<file path="src/rtl/fir4_pkg.sv">
package fir4_pkg;
  localparam int NTAPS = 4;

  // width of a sum of NTAPS products of two l-bit signed operands
  function automatic int sum_width(input int l);
    return 2 * l + 2;
  endfunction
endpackage

</file>
<file path="src/rtl/fir4_csa.sv">
module fir4_csa #(
  parameter int W = 18
) (
  input  logic [W-1:0] a,
  input  logic [W-1:0] b,
  input  logic [W-1:0] c,
  output logic [W-1:0] s,
  output logic [W-1:0] co
);
  // 3:2 compression, carry vector pre-shifted one place
  assign s  = a ^ b ^ c;
  assign co = {((a[W-2:0] & b[W-2:0]) | (a[W-2:0] & c[W-2:0]) | (b[W-2:0] & c[W-2:0])), 1'b0};
endmodule

</file>
<file path="src/rtl/fir4_tap_line.sv">
module fir4_tap_line #(
  parameter int L     = 8,
  parameter int DEPTH = 3
) (
  input  logic                    clk,
  input  logic                    rst_n,
  input  logic                    shift_en,
  input  logic [L-1:0]            din,
  output logic [DEPTH-1:0][L-1:0] taps
);
  for (genvar d = 0; d < DEPTH; d++) begin : g_stage
    always_ff @(posedge clk or negedge rst_n) begin
      if (!rst_n)        taps[d] <= '0;
      else if (shift_en) taps[d] <= (d == 0) ? din : taps[(d == 0) ? 0 : d-1];
    end
  end
endmodule

</file>
<file path="src/rtl/fir4_pair_reduce.sv">
module fir4_pair_reduce #(
  parameter int L = 8,
  parameter int W = 18
) (
  input  logic [L-1:0] coef_a,
  input  logic [L-1:0] coef_b,
  input  logic [L-1:0] samp_a,
  input  logic [L-1:0] samp_b,
  output logic [W-1:0] sum_v,
  output logic [W-1:0] carry_v
);
  localparam int NOPS = 2 * L + 1;

  // one partial-product row; the sign row is negated as ~x, its +1 goes in the correction word
  function automatic logic [W-1:0] pp_row(input logic [L-1:0] mc, input logic bit_v, input int idx);
    logic [W-1:0] ext;
    ext = {{(W-L){mc[L-1]}}, mc};
    if (!bit_v)        return '0;
    if (idx == L - 1)  return ~(ext << idx);
    return ext << idx;
  endfunction

  logic [W-1:0] ops  [NOPS];
  logic [W-1:0] s_ch [NOPS];
  logic [W-1:0] c_ch [NOPS];

  always_comb begin
    for (int i = 0; i < L; i++) begin
      ops[i]     = pp_row(coef_a, samp_a[i], i);
      ops[L + i] = pp_row(coef_b, samp_b[i], i);
    end
    ops[2*L] = W'(samp_a[L-1]) + W'(samp_b[L-1]);
  end

  assign s_ch[0] = ops[0];
  assign c_ch[0] = '0;

  // both taps' rows fold into one redundant pair
  for (genvar k = 1; k < NOPS; k++) begin : g_fold
    fir4_csa #(.W(W)) u_csa (
      .a (s_ch[k-1]),
      .b (c_ch[k-1]),
      .c (ops[k]),
      .s (s_ch[k]),
      .co(c_ch[k])
    );
  end

  assign sum_v   = s_ch[NOPS-1];
  assign carry_v = c_ch[NOPS-1];
endmodule

</file>
<file path="src/rtl/fir4_quad_add.sv">
module fir4_quad_add #(
  parameter int W = 18
) (
  input  logic [W-1:0] op0,
  input  logic [W-1:0] op1,
  input  logic [W-1:0] op2,
  input  logic [W-1:0] op3,
  output logic [W-1:0] total
);
  logic [W-1:0] s1, c1, s2, c2;

  fir4_csa #(.W(W)) u_l1 (.a(op0), .b(op1), .c(op2), .s(s1), .co(c1));
  fir4_csa #(.W(W)) u_l2 (.a(s1),  .b(c1),  .c(op3), .s(s2), .co(c2));

  assign total = s2 + c2;
endmodule

</file>
<file path="src/rtl/fir4_split_retimed.sv">
module fir4_split_retimed #(
  parameter int L  = 8,
  parameter int C0 = -128,
  parameter int C1 = 127,
  parameter int C2 = -77,
  parameter int C3 = -128
) (
  input  logic                          clk,
  input  logic                          rst_n,
  input  logic                          in_valid,
  input  logic [L-1:0]                  in_sample,
  output logic                          out_valid,
  output logic [fir4_pkg::sum_width(L)-1:0] out_data
);
  localparam int W     = fir4_pkg::sum_width(L);
  localparam int NT    = fir4_pkg::NTAPS;
  localparam int NPAIR = NT / 2;

  logic [NT-2:0][L-1:0] hist;
  logic [NT-1:0][L-1:0] xv;
  logic [NT-1:0][L-1:0] kv;
  logic [NPAIR-1:0][W-1:0] pr_s, pr_c;
  logic [NPAIR-1:0][W-1:0] st_s, st_c;
  logic                    st_valid;
  logic [W-1:0]            quad_sum;

  assign kv[0] = L'(C0);
  assign kv[1] = L'(C1);
  assign kv[2] = L'(C2);
  assign kv[3] = L'(C3);
  assign xv    = {hist, in_sample};

  fir4_tap_line #(.L(L), .DEPTH(NT-1)) u_taps (
    .clk(clk), .rst_n(rst_n), .shift_en(in_valid), .din(in_sample), .taps(hist)
  );

  // first half: merged multiply front ends and first add, per tap pair
  for (genvar g = 0; g < NPAIR; g++) begin : g_pair
    fir4_pair_reduce #(.L(L), .W(W)) u_pair (
      .coef_a (kv[2*g]),   .coef_b (kv[2*g+1]),
      .samp_a (xv[2*g]),   .samp_b (xv[2*g+1]),
      .sum_v  (pr_s[g]),   .carry_v(pr_c[g])
    );
  end

  // feed-forward cut: redundant vectors registered
  always_ff @(posedge clk or negedge rst_n) begin
    if (!rst_n) begin
      st_s     <= '0;
      st_c     <= '0;
      st_valid <= 1'b0;
    end else begin
      if (in_valid) begin
        st_s <= pr_s;
        st_c <= pr_c;
      end
      st_valid <= in_valid;
    end
  end

  // second half: merged four-operand adder
  fir4_quad_add #(.W(W)) u_quad (
    .op0(st_s[0]), .op1(st_c[0]), .op2(st_s[1]), .op3(st_c[1]), .total(quad_sum)
  );

  always_ff @(posedge clk or negedge rst_n) begin
    if (!rst_n) begin
      out_data  <= '0;
      out_valid <= 1'b0;
    end else begin
      if (st_valid) out_data <= quad_sum;
      out_valid <= st_valid;
    end
  end

  // ---------------- assertions ----------------
  function automatic logic [W-1:0] sx(input logic [L-1:0] v);
    return {{(W-L){v[L-1]}}, v};
  endfunction

  logic [W-1:0] direct_sum;
  assign direct_sum = sx(kv[0]) * sx(xv[0]) + sx(kv[1]) * sx(xv[1])
                    + sx(kv[2]) * sx(xv[2]) + sx(kv[3]) * sx(xv[3]);

  AST_PAIR_EXACT: assert property (@(posedge clk) disable iff (!rst_n)
    in_valid |=> (st_s[0] + st_c[0] + st_s[1] + st_c[1]) == $past(direct_sum));

  AST_NO_OVERFLOW: assert property (@(posedge clk) disable iff (!rst_n)
    st_valid |=> out_data == $past(st_s[0] + st_c[0] + st_s[1] + st_c[1]));

  AST_RESULT_LATENCY: assert property (@(posedge clk) disable iff (!rst_n)
    in_valid |=> ##1 out_valid);

  AST_IDLE_HOLD: assert property (@(posedge clk) disable iff (!rst_n)
    !in_valid |=> ##1 (!out_valid && $stable(out_data)));
endmodule

</file>
<file path="config.mk">
export PLATFORM = sky130hd
export DESIGN_NAME = fir4_split_retimed
export DESIGN_NICKNAME = d
export VERILOG_FILES = /design/src/rtl/fir4_pkg.sv /design/src/rtl/fir4_csa.sv /design/src/rtl/fir4_tap_line.sv /design/src/rtl/fir4_pair_reduce.sv /design/src/rtl/fir4_quad_add.sv /design/src/rtl/fir4_split_retimed.sv
export SDC_FILE = /design/constraint.sdc
export NUM_CORES = 1
export LEC_CHECK = 0
export CAP_MARGIN = 5
export CORE_ASPECT_RATIO = 0.7
export CORE_MARGIN = 2
export CORE_UTILIZATION = 54
export CTS_CLUSTER_SIZE = 8
export DETAILED_ROUTE_END_ITERATION = 10
export PLACE_DENSITY = 0.8
export SYNTH_ARGS = -nofsm -noshare
export SYNTH_HDL_FRONTEND = slang
export SYNTH_SLANG_ARGS = --single-unit
</file>
<file path="constraint.sdc">
create_clock -name clk -period 15.64 [get_ports clk]
set_input_delay 1.564 -clock clk [delete_from_list [all_inputs] [get_ports clk]]
set_output_delay 1.564 -clock clk [all_outputs]
set_load 0.05 [all_outputs]
</file>
==> results of run 1 <==
layout by cell type, fill, tap and decap left out, types with 5 or more instances in the layout:
cell               n
o21ai_1           19
xnor2_1           26
xor2_1            11
mux2_1            83
inv_1             85
clkdlybuf4s50_1   27
o21ai_0            5
o21a_1             5
dfrtp_1          114
mux2_2             7
a21oi_1           14
clkbuf_16         17
nor2_1            10
ha_1             187
nand2_1           23
fa_1             140
kinds of logic (layout without fill, tap and decap cells):
group                    Yosys count  count (layout)  synth area share
multiplexers                      91              91            0.0989
adder cells (fa/ha/maj)          331             331             0.498
flip-flops                       114             114             0.274
buffers and inverters            104             149            0.0386
AO/OA/AOI/OAI                     64              64            0.0394
XOR/XNOR                          37              37            0.0312
AND/OR/NAND/NOR                   45              45            0.0190
metrics by stage:
step / hold WS [ns] / utilization / cell area (sq um) / setup WS (ns)
after floorplan: 0.352 / - / 10400 / 7.66
after global placement: 0.462 / 0.579 / 10900 / 7.24
after detailed placement: 0.470 / 0.579 / 10900 / 7.10
after CTS: 0.484 / 0.612 / 11500 / 7.19
after global routing: 0.509 / 0.612 / 11500 / 6.97
final: 0.479 / 0.612 / 11500 / 7.19
cell usage after synthesis, drive strengths merged, types with 4 or more instances:
library cell and instances:
fa 140, inv 86, xor2 11, a21o 4, buf 9, maj3 4, ha 187, dfrtp 114
nand2 23, mux2 91, a211oi 4, a21oi 14, nor2 10, o21a 5, xnor2 26, nand4 4
clkbuf 9, o21ai 25
worst paths after layout:
path | end | cells after the start | slack [ns]
min in group asynchronous | out_data[9] | 1 | 1.16
max in group asynchronous | u_taps.taps[3] | 2 | 13.18
setup reg to reg | st_s[31] | 22 | 7.19
setup / recovery | st_s[31] | 22 | 7.19
hold / removal | out_data[6] | 1 | 0.48
hold reg to reg | out_data[6] | 1 | 0.48
sequential cells by signal, indices dropped and copies added (netlist names):
signal	count
st_s	36
st_c	34
u_taps.taps	24
st_valid	1
out_valid	1
out_data	18
per-layer routing:
metal  part of all wire  track usage
met1               0.51        0.324
met4              0.014       0.0588
met3              0.047       0.0379
met5                  0            0
met2               0.43        0.307
layout make-up:
type	count	area [sq um]	area share
Clock inverter	13	183	0.0158
Multi-Input combinational cell	568	7140	0.619
Tap cell	242	303	0.0262
Clock buffer	19	443	0.0384
Sequential cell	114	2850	0.247
Inverter	86	323	0.0280
Timing Repair Buffer	31	300	0.0260
==> summary.md, run 1 <==
| Metric | Value |
|---|---|
| Fin Clk Skew | `0.0111 ns` |
| Req. time, crit path | `15.95 ns` |
| CP startpoint | `u_taps.taps[8]` |
| Fraction of layout cells with a size suffix above 1 | `0.0554` |
| Yosys reg bits | `114` |
| WL final | `18.8 mm` |
| Fill count | `1407` |
| Reg2reg start | `u_taps.taps[8]` |
| DRC viols | `0` |
| Post-Layout Cell Count | `1073` |
| Crit path largest cell delay | `0.61 ns` |
| Initial Util | `0.551` |
| Pin count of the biggest net entering global routing | `73` |
| Crit Path Max Fanout | `7` |
| Cell Chain, Critical Path | `inv_1 > ha_1 > maj3_1 > fa_1 > fa_1 > fa_1 > fa_1 > ha_1 > inv_1 > fa_1 > inv_1 > fa_1 > fa_1 > fa_1 > fa_1 > fa_1 > fa_1 > inv_1 > fa_1 > inv_1 > ha_1 > mux2_1` |
| Ys async rst share | `1.00` |
| Std-Cell Rows | `42` |
| Nets | `1156` |
| Critical path capture point type | `flip-flop` |
| Post-DP HPWL | `14.7 mm` |
| Total GRT Usage | `0.211` |
| H-tree depth | `4` |
| Total congestion overflow | `0` |
| Distinct cells, synth | `43` |
| Worst min-delay path category | `flip-flop to flip-flop` |
| Relative slew slack | `0.400` |
| WP buf/inv | `5` |
| Die footprint | `0.0204 sq mm` |
| Final GP Congestion | `0.820` |
| Cell Area, Synth | `0.0104 sq mm` |
| Main synth FF type | `dfrtp_1` |
| CTS Buf Count | `17` |
| Clk root buf | `clkbuf_16` |
| Register area share after synthesis | `0.274` |
| Final hold violations | `0` |
| First-pass GRT wire length | `33.0 mm` |
| Fin Setup TNS | `0 ns` |
| Top post-synthesis cells by area | `dfrtp_1 (27%), fa_1 (27%), ha_1 (23%)` |
| Vias per cell | `5.41` |
| Hold buffers post-CTS | `0` |
| Net Count, Synth | `1124` |
| Minimum clock period | `8.45 ns` |
| Area grow syn2layout | `11.1%` |
| Antenna fix cells | `0` |
| CP most frequent cell | `fa_1` |
| Final period util | `0.540` |
| Die X | `170 um` |
| Yosys warnings | `0` |
| Clk Latency, worst-skew pair | `0.42 ns` |
| Synth top area share | `0.274` |
| Syn Area/Cell | `13.2 sq um` |
| Vias in the first global route | `6437` |
| RSZ-0062 raised after global routing | `false` |
| Clock-pin transition on the worst setup and hold timing paths | `0.06 ns` |
| Post-Syn Instances | `786` |
| 1st-iter DRT viols | `395` |
| PostCTS Resize Cnt | `0` |
| DRT Pass-1 Iters | `4` |
| # placed instances | `1041` |
| Vias | `5807` |
| Core Region | `0.0189 sq mm` |
| Longest Clk Path Bufs | `2` |
| Crit-path leading delay family | `adder cells` |
| EDFF count, synth | `0` |
| Arrival time of the worst setup path | `8.76 ns` |
| Critical path class | `flip-flop to flip-flop` |
| Setup Viol. Count Final | `0` |
| Achievable frequency | `0.118 GHz` |
| Max cap viols | `0` |
| CP max stage cell | `fa_1` |
| CTS tree | `done` |
| HP Start | `out_data[6]` |
| Antenna viol nets, final | `0` |
| Synth area leader | `dfrtp_1` |
| CP Launch Type | `flip-flop` |
| Sink Count | `114` |
| Slew Limit Fails | `0` |
| Port bufs | `29` |
| Setup bufs post-CTS | `0` |
| Post-DR wirelength/cell | `17.5 um` |
| Die Y-Extent | `120 um` |
| Status | `finished clean` |
| Antenna violations before repair | `0` |
| Worst-margin pin slew | `0.900 ns` |
| IO Count | `30` |
Power of run 1 is not shown: default switching activity piles up to over one toggle a cycle in this logic, so the estimate is an artifact.
==> run 2, diff against run 1 <==
--- a/config.mk
+++ b/config.mk
@@ -11,7 +11,7 @@
 export CORE_UTILIZATION = 54
 export CTS_CLUSTER_SIZE = 8
 export DETAILED_ROUTE_END_ITERATION = 10
-export PLACE_DENSITY = 0.8
+export PLACE_DENSITY = 0.83
 export SYNTH_ARGS = -nofsm -noshare
 export SYNTH_HDL_FRONTEND = slang
 export SYNTH_SLANG_ARGS = --single-unit
==> constraint.sdc (replaced) <==
create_clock -name clk -period 7.37 [get_ports clk]
set_input_delay 0.737 -clock clk [delete_from_list [all_inputs] [get_ports clk]]
set_output_delay 0.737 -clock clk [all_outputs]
set_load 0.05 [all_outputs]
==> summary.md, run 2 (synthesis results as in run 1) <==
| Metric | Value |
|---|---|
| Crit-path leading delay family | `adder cells (unchanged)` |
| Grt met3 use | `0.0462 (was 0.0379)` |
| Routing usage on met1 | `0.310 (was 0.324)` |
| Crit path largest cell delay | `0.55 ns (was 0.61 ns)` |
| Slew Limit Fails | `0 (unchanged)` |
| Clk Latency, worst-skew pair | `0.42 ns (about the same)` |
| WP buf/inv | `5 (unchanged)` |
| Worst-margin pin slew | `0.900 ns (about the same)` |
| Initial Util | `0.551 (unchanged)` |
| Antenna viol nets, final | `0 (unchanged)` |
| GRT met2 Usage | `0.344 (was 0.307)` |
| Vias per cell | `5.41 (about the same)` |
| Dpl ws | `-0.625 ns (was 7.10 ns)` |
| Fin Clk Skew | `0.00635 ns (was 0.0111 ns)` |
| Setup ws final | `-0.487 ns (was 7.19 ns)` |
| Worst min-delay path category | `input pin to asynchronous set/reset pin (was flip-flop to flip-flop)` |
| Fraction of layout cells with a size suffix above 1 | `0.139 (was 0.0554)` |
| Max cap viols | `0 (unchanged)` |
| Final period util | `1.07 (was 0.540)` |
| Die X | `170 um (unchanged)` |
| Post-DR wirelength/cell | `18.1 um (was 17.5 um)` |
| H-tree depth | `4 (unchanged)` |
| Relative slew slack | `0.400 (about the same)` |
| Die Y-Extent | `120 um (unchanged)` |
| Crit Path Max Fanout | `3 (was 7)` |
| Cell Chain, Critical Path | `inv_2 > ha_4 > maj3_2 > fa_1 > fa_1 > fa_1 > fa_1 > ha_1 > inv_1 > fa_1 > inv_1 > fa_1 > fa_1 > fa_1 > fa_1 > fa_1 > fa_1 > inv_1 > fa_1 > inv_2 > ha_4 > mux2_4 (was inv_1 > ha_1 > maj3_1 > fa_1 > fa_1 > fa_1 > fa_1 > ha_1 > inv_1 > fa_1 > inv_1 > fa_1 > fa_1 > fa_1 > fa_1 > fa_1 > fa_1 > inv_1 > fa_1 > inv_1 > ha_1 > mux2_1)` |
| Sink Count | `114 (unchanged)` |
| Failing checks | `negative setup slack` |
| Total congestion overflow | `0 (unchanged)` |
| WL final | `19.8 mm (was 18.8 mm)` |
| Most frequent cells in the layout | `ha_1 (170), fa_1 (124), dfrtp_1 (114) (was ha_1 (187), fa_1 (140), dfrtp_1 (114))` |
| Hold buffers post-CTS | `0 (unchanged)` |
| Critical path class | `flip-flop to flip-flop (unchanged)` |
| Fill count | `1347 (was 1407)` |
| Largest register FFs | `36 (unchanged)` |
| IO Count | `30 (unchanged)` |
| 1st-iter DRT viols | `346 (was 395)` |
| Std-Cell Rows | `42 (unchanged)` |
| CP Launch Type | `flip-flop (unchanged)` |
| Vias | `5939 (was 5807)` |
| Die footprint | `0.0204 sq mm (unchanged)` |
| Antenna violations before repair | `0 (unchanged)` |
| Biggest registers after layout | `st_s: 36 flops, st_c: 34 flops, u_taps.taps: 24 flops (unchanged)` |
| Most common cell after layout, fill and taps aside | `ha_1 (unchanged)` |
| Clk root buf | `clkbuf_16 (unchanged)` |
| Arrival time of the worst setup path | `8.16 ns (was 8.76 ns)` |
| Setup Viol. Count Final | `9 (was 0)` |
| Post-DP HPWL | `14.8 mm (was 14.7 mm)` |
| DRT Pass-1 Iters | `4 (unchanged)` |
| First-pass GRT wire length | `33.9 mm (was 33.0 mm)` |
| Final hold violations | `0 (unchanged)` |
| Most used routing layer | `met2 (was met1)` |
| Antenna fix cells | `0 (unchanged)` |
| Nets | `1181 (was 1156)` |
| Longest Clk Path Bufs | `2 (unchanged)` |
| Status | `complete, but fails checks (was finished clean)` |
| RSZ-0062 raised after global routing | `true (was false)` |
| Req. time, crit path | `7.67 ns (was 15.95 ns)` |
| Final GP Congestion | `0.819 (was 0.820)` |
| Pin count of the biggest net entering global routing | `71 (was 73)` |
| CTS Buf Count | `17 (unchanged)` |
| DRC viols | `0 (unchanged)` |
| CTS tree | `done (unchanged)` |
| Final Util | `0.636 (was 0.612)` |
| Achievable frequency | `0.127 GHz (was 0.118 GHz)` |
| Top reg by flops | `st_s (unchanged)` |
| CP max stage cell | `fa_1 (unchanged)` |
| Critical path capture point type | `flip-flop (unchanged)` |
| Core Region | `0.0189 sq mm (unchanged)` |
| Vias in the first global route | `6824 (was 6437)` |
| Port bufs | `29 (unchanged)` |
| Clock-pin transition on the worst setup and hold timing paths | `0.05 ns (was 0.06 ns)` |
| CP most frequent cell | `fa_1 (unchanged)` |
| Area grow syn2layout | `15.4% (was 11.1%)` |
| Total GRT Usage | `0.218 (was 0.211)` |
| Minimum clock period | `7.86 ns (was 8.45 ns)` |
run 2: cell count changes in the layout (fill, tap and decap cells not counted), moves of 3 or more:
cell and delta:
clkinvlp_4 -4, buf_4 +24, ha_1 -17, ha_4 +15, mux2_4 +5, inv_2 +7, clkinv_2 +3, fa_1 -16
inv_1 -7, mux2_1 -5, fa_2 +16
run 2: final cells by class:
type / count / area (sq um) / area share
Timing Repair Buffer: 56 / 492 / 0.0410
Clock buffer: 21 / 460 / 0.0384
Sequential cell: 114 / 2850 / 0.238
Multi-Input combinational cell: 568 / 7410 / 0.618
Tap cell: 242 / 303 / 0.0252
Inverter: 86 / 323 / 0.0269
Clock inverter: 11 / 159 / 0.0132
run 2: layer usage:
metal,vias up,wire length [um]
met5,-,0
met4,0,259
met2,81,8980
met3,24,802
met1,3057,9780
li1,2777,-
run 2: worst paths after layout:
| kind | slack, ns | cells after the start | start | end |
|---|---|---|---|---|
| max | -0.49 | 22 | u_taps.taps[8] | st_s[31] |
| max in group asynchronous | 5.71 | 2 | rst_n | u_taps.taps[5] |
| min in group clk | 0.48 | 2 | out_data[14] | out_data[14] |
| min | 0.34 | 1 | rst_n | out_data[9] |
| min reg2reg | 0.48 | 2 | out_data[14] | out_data[14] |
| max reg2reg | -0.49 | 22 | u_taps.taps[8] | st_s[31] |
run 2: stage by stage:
step | setup TNS [ns] | hold slack (ns) | area (sq um) | std cells
after floorplan | -2.73 | 0.352 | 10400 | 786
after global placement | -4.12 | 0.467 | 11100 | 1061
after detailed placement | -5.92 | 0.471 | 11100 | 1061
after CTS | -3.08 | 0.372 | 11900 | 1095
after global routing | -5.01 | 0.394 | 12000 | 1098
final | -2.90 | 0.342 | 12000 | 1098
run 2: timing repair:
item	in CTS	in global routing
pin swaps	11	16
setup buffers	2	3
resized for setup	27	19
endpoints found under the setup margin	11	17
Power of run 2 is left out for the same reason.
==> run 3, diff against run 2 <==
--- a/config.mk
+++ b/config.mk
@@ -11,7 +11,8 @@
 export CORE_UTILIZATION = 54
 export CTS_CLUSTER_SIZE = 8
 export DETAILED_ROUTE_END_ITERATION = 10
-export PLACE_DENSITY = 0.83
+export PLACE_DENSITY = 0.82
 export SYNTH_ARGS = -nofsm -noshare
 export SYNTH_HDL_FRONTEND = slang
+export SYNTH_HIERARCHICAL = 1
 export SYNTH_SLANG_ARGS = --single-unit
==> summary.md, run 3 <==
| Metric | Value |
|---|---|
| Main synth FF type | `dfrtp_1 (unchanged)` |
| Vias per cell | `4.65 (was 5.41)` |
| Register area share after synthesis | `0.145 (was 0.274)` |
| Max cap viols | `0 (unchanged)` |
| H-tree depth | `4 (unchanged)` |
| Worst R2R Path Depth | `20 (was 22)` |
| Final hold violations | `0 (unchanged)` |
| Slew Limit Fails | `0 (unchanged)` |
| Minimum clock period | `9.20 ns (was 7.86 ns)` |
| Syn Area/Cell | `15.3 sq um (was 13.2 sq um)` |
| Post-DR wirelength/cell | `15.3 um (was 18.1 um)` |
| Post-DP HPWL | `27.4 mm (was 14.8 mm)` |
| Antenna violations before repair | `0 (unchanged)` |
| RSZ-0062 raised after global routing | `true (unchanged)` |
| EDFF count, synth | `0 (unchanged)` |
| Status | `complete, but fails checks (unchanged)` |
| Worst R2R Setup Slack | `-1.82 ns (was -0.49 ns)` |
| Reg2reg end | `st_s[27] (was st_s[31])` |
| Ys async rst share | `1.00 (unchanged)` |
| Critical Path End | `st_s[14] (was st_s[31])` |
| Final period util | `1.25 (was 1.07)` |
| Vias | `10610 (was 5939)` |
| Synth top cells by count | `fa_1 (579), and2_1 (225), dfrtp_1 (116) (was ha_1 (187), fa_1 (140), dfrtp_1 (114))` |
| DRT Pass-1 Iters | `4 (unchanged)` |
| Die X | `235 um (was 170 um)` |
| Setup Viol. Count Final | `56 (was 9)` |
| Yosys reg bits | `116 (was 114)` |
| Crit Path Max Fanout | `6 (was 3)` |
| Pin count of the biggest net entering global routing | `66 (was 71)` |
| CP Launch Type | `input pin (was flip-flop)` |
| Std-Cell Rows | `59 (was 42)` |
| Req. time, crit path | `7.68 ns (was 7.67 ns)` |
| Worst-margin pin slew | `1.14 ns (was 0.900 ns)` |
| Cell Area, Synth | `0.0201 sq mm (was 0.0104 sq mm)` |
| Fin Clk Skew | `0.00686 ns (was 0.00635 ns)` |
| Area grow syn2layout | `18.4% (was 15.4%)` |
| Die Y-Extent | `165 um (was 120 um)` |
| Worst min-delay path category | `input pin to asynchronous set/reset pin (unchanged)` |
| Post-Syn Instances | `1311 (was 786)` |
| Arrival time of the worst setup path | `9.52 ns (was 8.16 ns)` |
| Vias in the first global route | `12661 (was 6824)` |
| 1st-iter DRT viols | `465 (was 346)` |
| Antenna fix cells | `0 (unchanged)` |
| Clk root buf | `clkbuf_16 (unchanged)` |
| Nets | `2388 (was 1181)` |
| WL final | `34.8 mm (was 19.8 mm)` |
| Most common cell after layout, fill and taps aside | `conb_1 (was ha_1)` |
| Reg2reg start | `u_taps/taps[8] (was u_taps.taps[8])` |
| Critical path capture point type | `flip-flop (unchanged)` |
| IO Count | `30 (unchanged)` |
| Sink Count | `116 (was 114)` |
| Critical path class | `input pin to flip-flop (was flip-flop to flip-flop)` |
| Clk Latency, worst-skew pair | `0.43 ns (was 0.42 ns)` |
| Dpl ws | `-2.68 ns (was -0.625 ns)` |
| Initial Util | `0.544 (was 0.551)` |
| Yosys warnings | `6 (was 0)` |
| Setup ws final | `-1.83 ns (was -0.487 ns)` |
| Top post-synthesis cells by area | `fa_1 (58%), dfrtp_1 (14%), mux2_4 (7.3%) (was dfrtp_1 (27%), fa_1 (27%), ha_1 (23%))` |
| Biggest registers after layout | `st_c: 36 flops, st_s: 36 flops, u_taps/taps: 24 flops (was st_s: 36 flops, st_c: 34 flops, u_taps.taps: 24 flops)` |
| Clock-pin transition on the worst setup and hold timing paths | `0.05 ns (about the same)` |
| Final GP Congestion | `0.889 (was 0.819)` |
| Port bufs | `29 (unchanged)` |
| Achievable frequency | `0.109 GHz (was 0.127 GHz)` |
| Total congestion overflow | `0 (unchanged)` |
| Distinct cells, synth | `44 (was 43)` |
| DRC viols | `0 (unchanged)` |
| Failing checks | `negative setup slack (unchanged)` |
| Count leader, synth | `fa_1 (was ha_1)` |
| Core Region | `0.0369 sq mm (was 0.0189 sq mm)` |
| CTS Buf Count | `17 (unchanged)` |
| Relative slew slack | `0.238 (was 0.400)` |
| Fraction of layout cells with a size suffix above 1 | `0.259 (was 0.139)` |
| Most frequent cells in the layout | `conb_1 (442), fa_1 (347), fa_2 (232) (was ha_1 (170), fa_1 (124), dfrtp_1 (114))` |
| WHS | `0.336 ns (was 0.342 ns)` |
| Synth top area share | `0.577 (was 0.274)` |
| Antenna viol nets, final | `0 (unchanged)` |
| CP startpoint | `in_sample[0] (was u_taps.taps[8])` |
| Synth area leader | `fa_1 (was dfrtp_1)` |
| Longest Clk Path Bufs | `2 (unchanged)` |
| CTS tree | `done (unchanged)` |
| Total GRT Usage | `0.205 (was 0.218)` |
| Die footprint | `0.0388 sq mm (was 0.0204 sq mm)` |
| First-pass GRT wire length | `61.5 mm (was 33.9 mm)` |
[run 3: cell count changes in the layout (fill, tap and decap cells not counted), sizes merged, moves of 15 or more]
| cell | previous run | this run |
|---|---|---|
| nand2 | 23 | 7 |
| ha | 187 | 19 |
| fa | 140 | 579 |
| mux2 | 91 | 114 |
| o21ai | 25 | 10 |
| conb | 0 | 442 |
| xnor2 | 26 | 6 |
| and2 | 1 | 227 |
| inv | 86 | 7 |
| buf | 29 | 67 |
| xor3 | 0 | 34 |
| nor2b | 1 | 33 |
[run 3: per-layer routing]
metal  routed length [um]  track usage  part of all wire
met4                  654       0.0497             0.019
met5                    0            0                 0
met1                14600        0.282              0.42
met2                18700        0.353              0.54
met3                  836       0.0251             0.024
[run 3: cell families (layout without fill, tap and decap cells)]
family,after synthesis,count (layout),synth area share
other,38,442,0.00710
multiplexers,115,115,0.0827
XOR/XNOR,44,44,0.0446
buffers and inverters,56,131,0.0262
AO/OA/AOI/OAI,47,47,0.0161
flip-flops,116,116,0.145
AND/OR/NAND/NOR,297,299,0.0898
adder cells (fa/ha/maj),598,598,0.589
[run 3: timing repair]
action / CTS / global route
hold buffers: 0 / 0
setup buffers: 18 / 6
endpoints found under the setup margin: 56 / 56
resized for setup: 94 / 35
gates cloned: 2 / 0
pin swaps: 226 / 62
[run 3: worst min-delay path by stage]
stage | start | endpoint
finish | rst_n | st_s[19]
global route | rst_n | st_s[19]
CTS | rst_n | st_s[19]
detailed placement | out_data[3] | out_data[3]
global placement | out_data[5] | out_data[5]
floorplan | st_valid | out_valid
[run 3: area by class of cell]
class / count / area, sq um
Clock inverter: 9 / 103
Multi-Input combinational cell: 1545 / 18800
Tap cell: 488 / 611
Fill cell: 2511 / 13100
Timing Repair Buffer: 92 / 840
Clock buffer: 23 / 478
Sequential cell: 116 / 2910
Inverter: 7 / 26.3
[run 3: worst max-delay path: stages]
cell and delay (ns):
buf_8 0.10, and2_4 0.19, buf_6 0.13, fa_2 0.56, fa_2 0.44, fa_2 0.55, fa_2 0.44, fa_2 0.55
fa_2 0.45, fa_2 0.60, fa_2 0.44, fa_2 0.59, fa_2 0.45, fa_2 0.56, fa_2 0.45, fa_2 0.57
fa_2 0.46, fa_2 0.55, fa_2 0.43, mux2_4 0.26
[run 3: metrics by stage]
step	setup TNS [ns]	area (sq um)	utilization	std cells
finish	-89.43	23800	0.644	2280
detailed placement	-115.71	22700	0.615	2224
CTS	-89.42	23700	0.641	2276
floorplan	-49.62	22000	-	1715
global route	-100.54	23800	0.644	2280
global placement	-109.93	22700	0.615	2224
Power of run 3 is left out for the same reason.
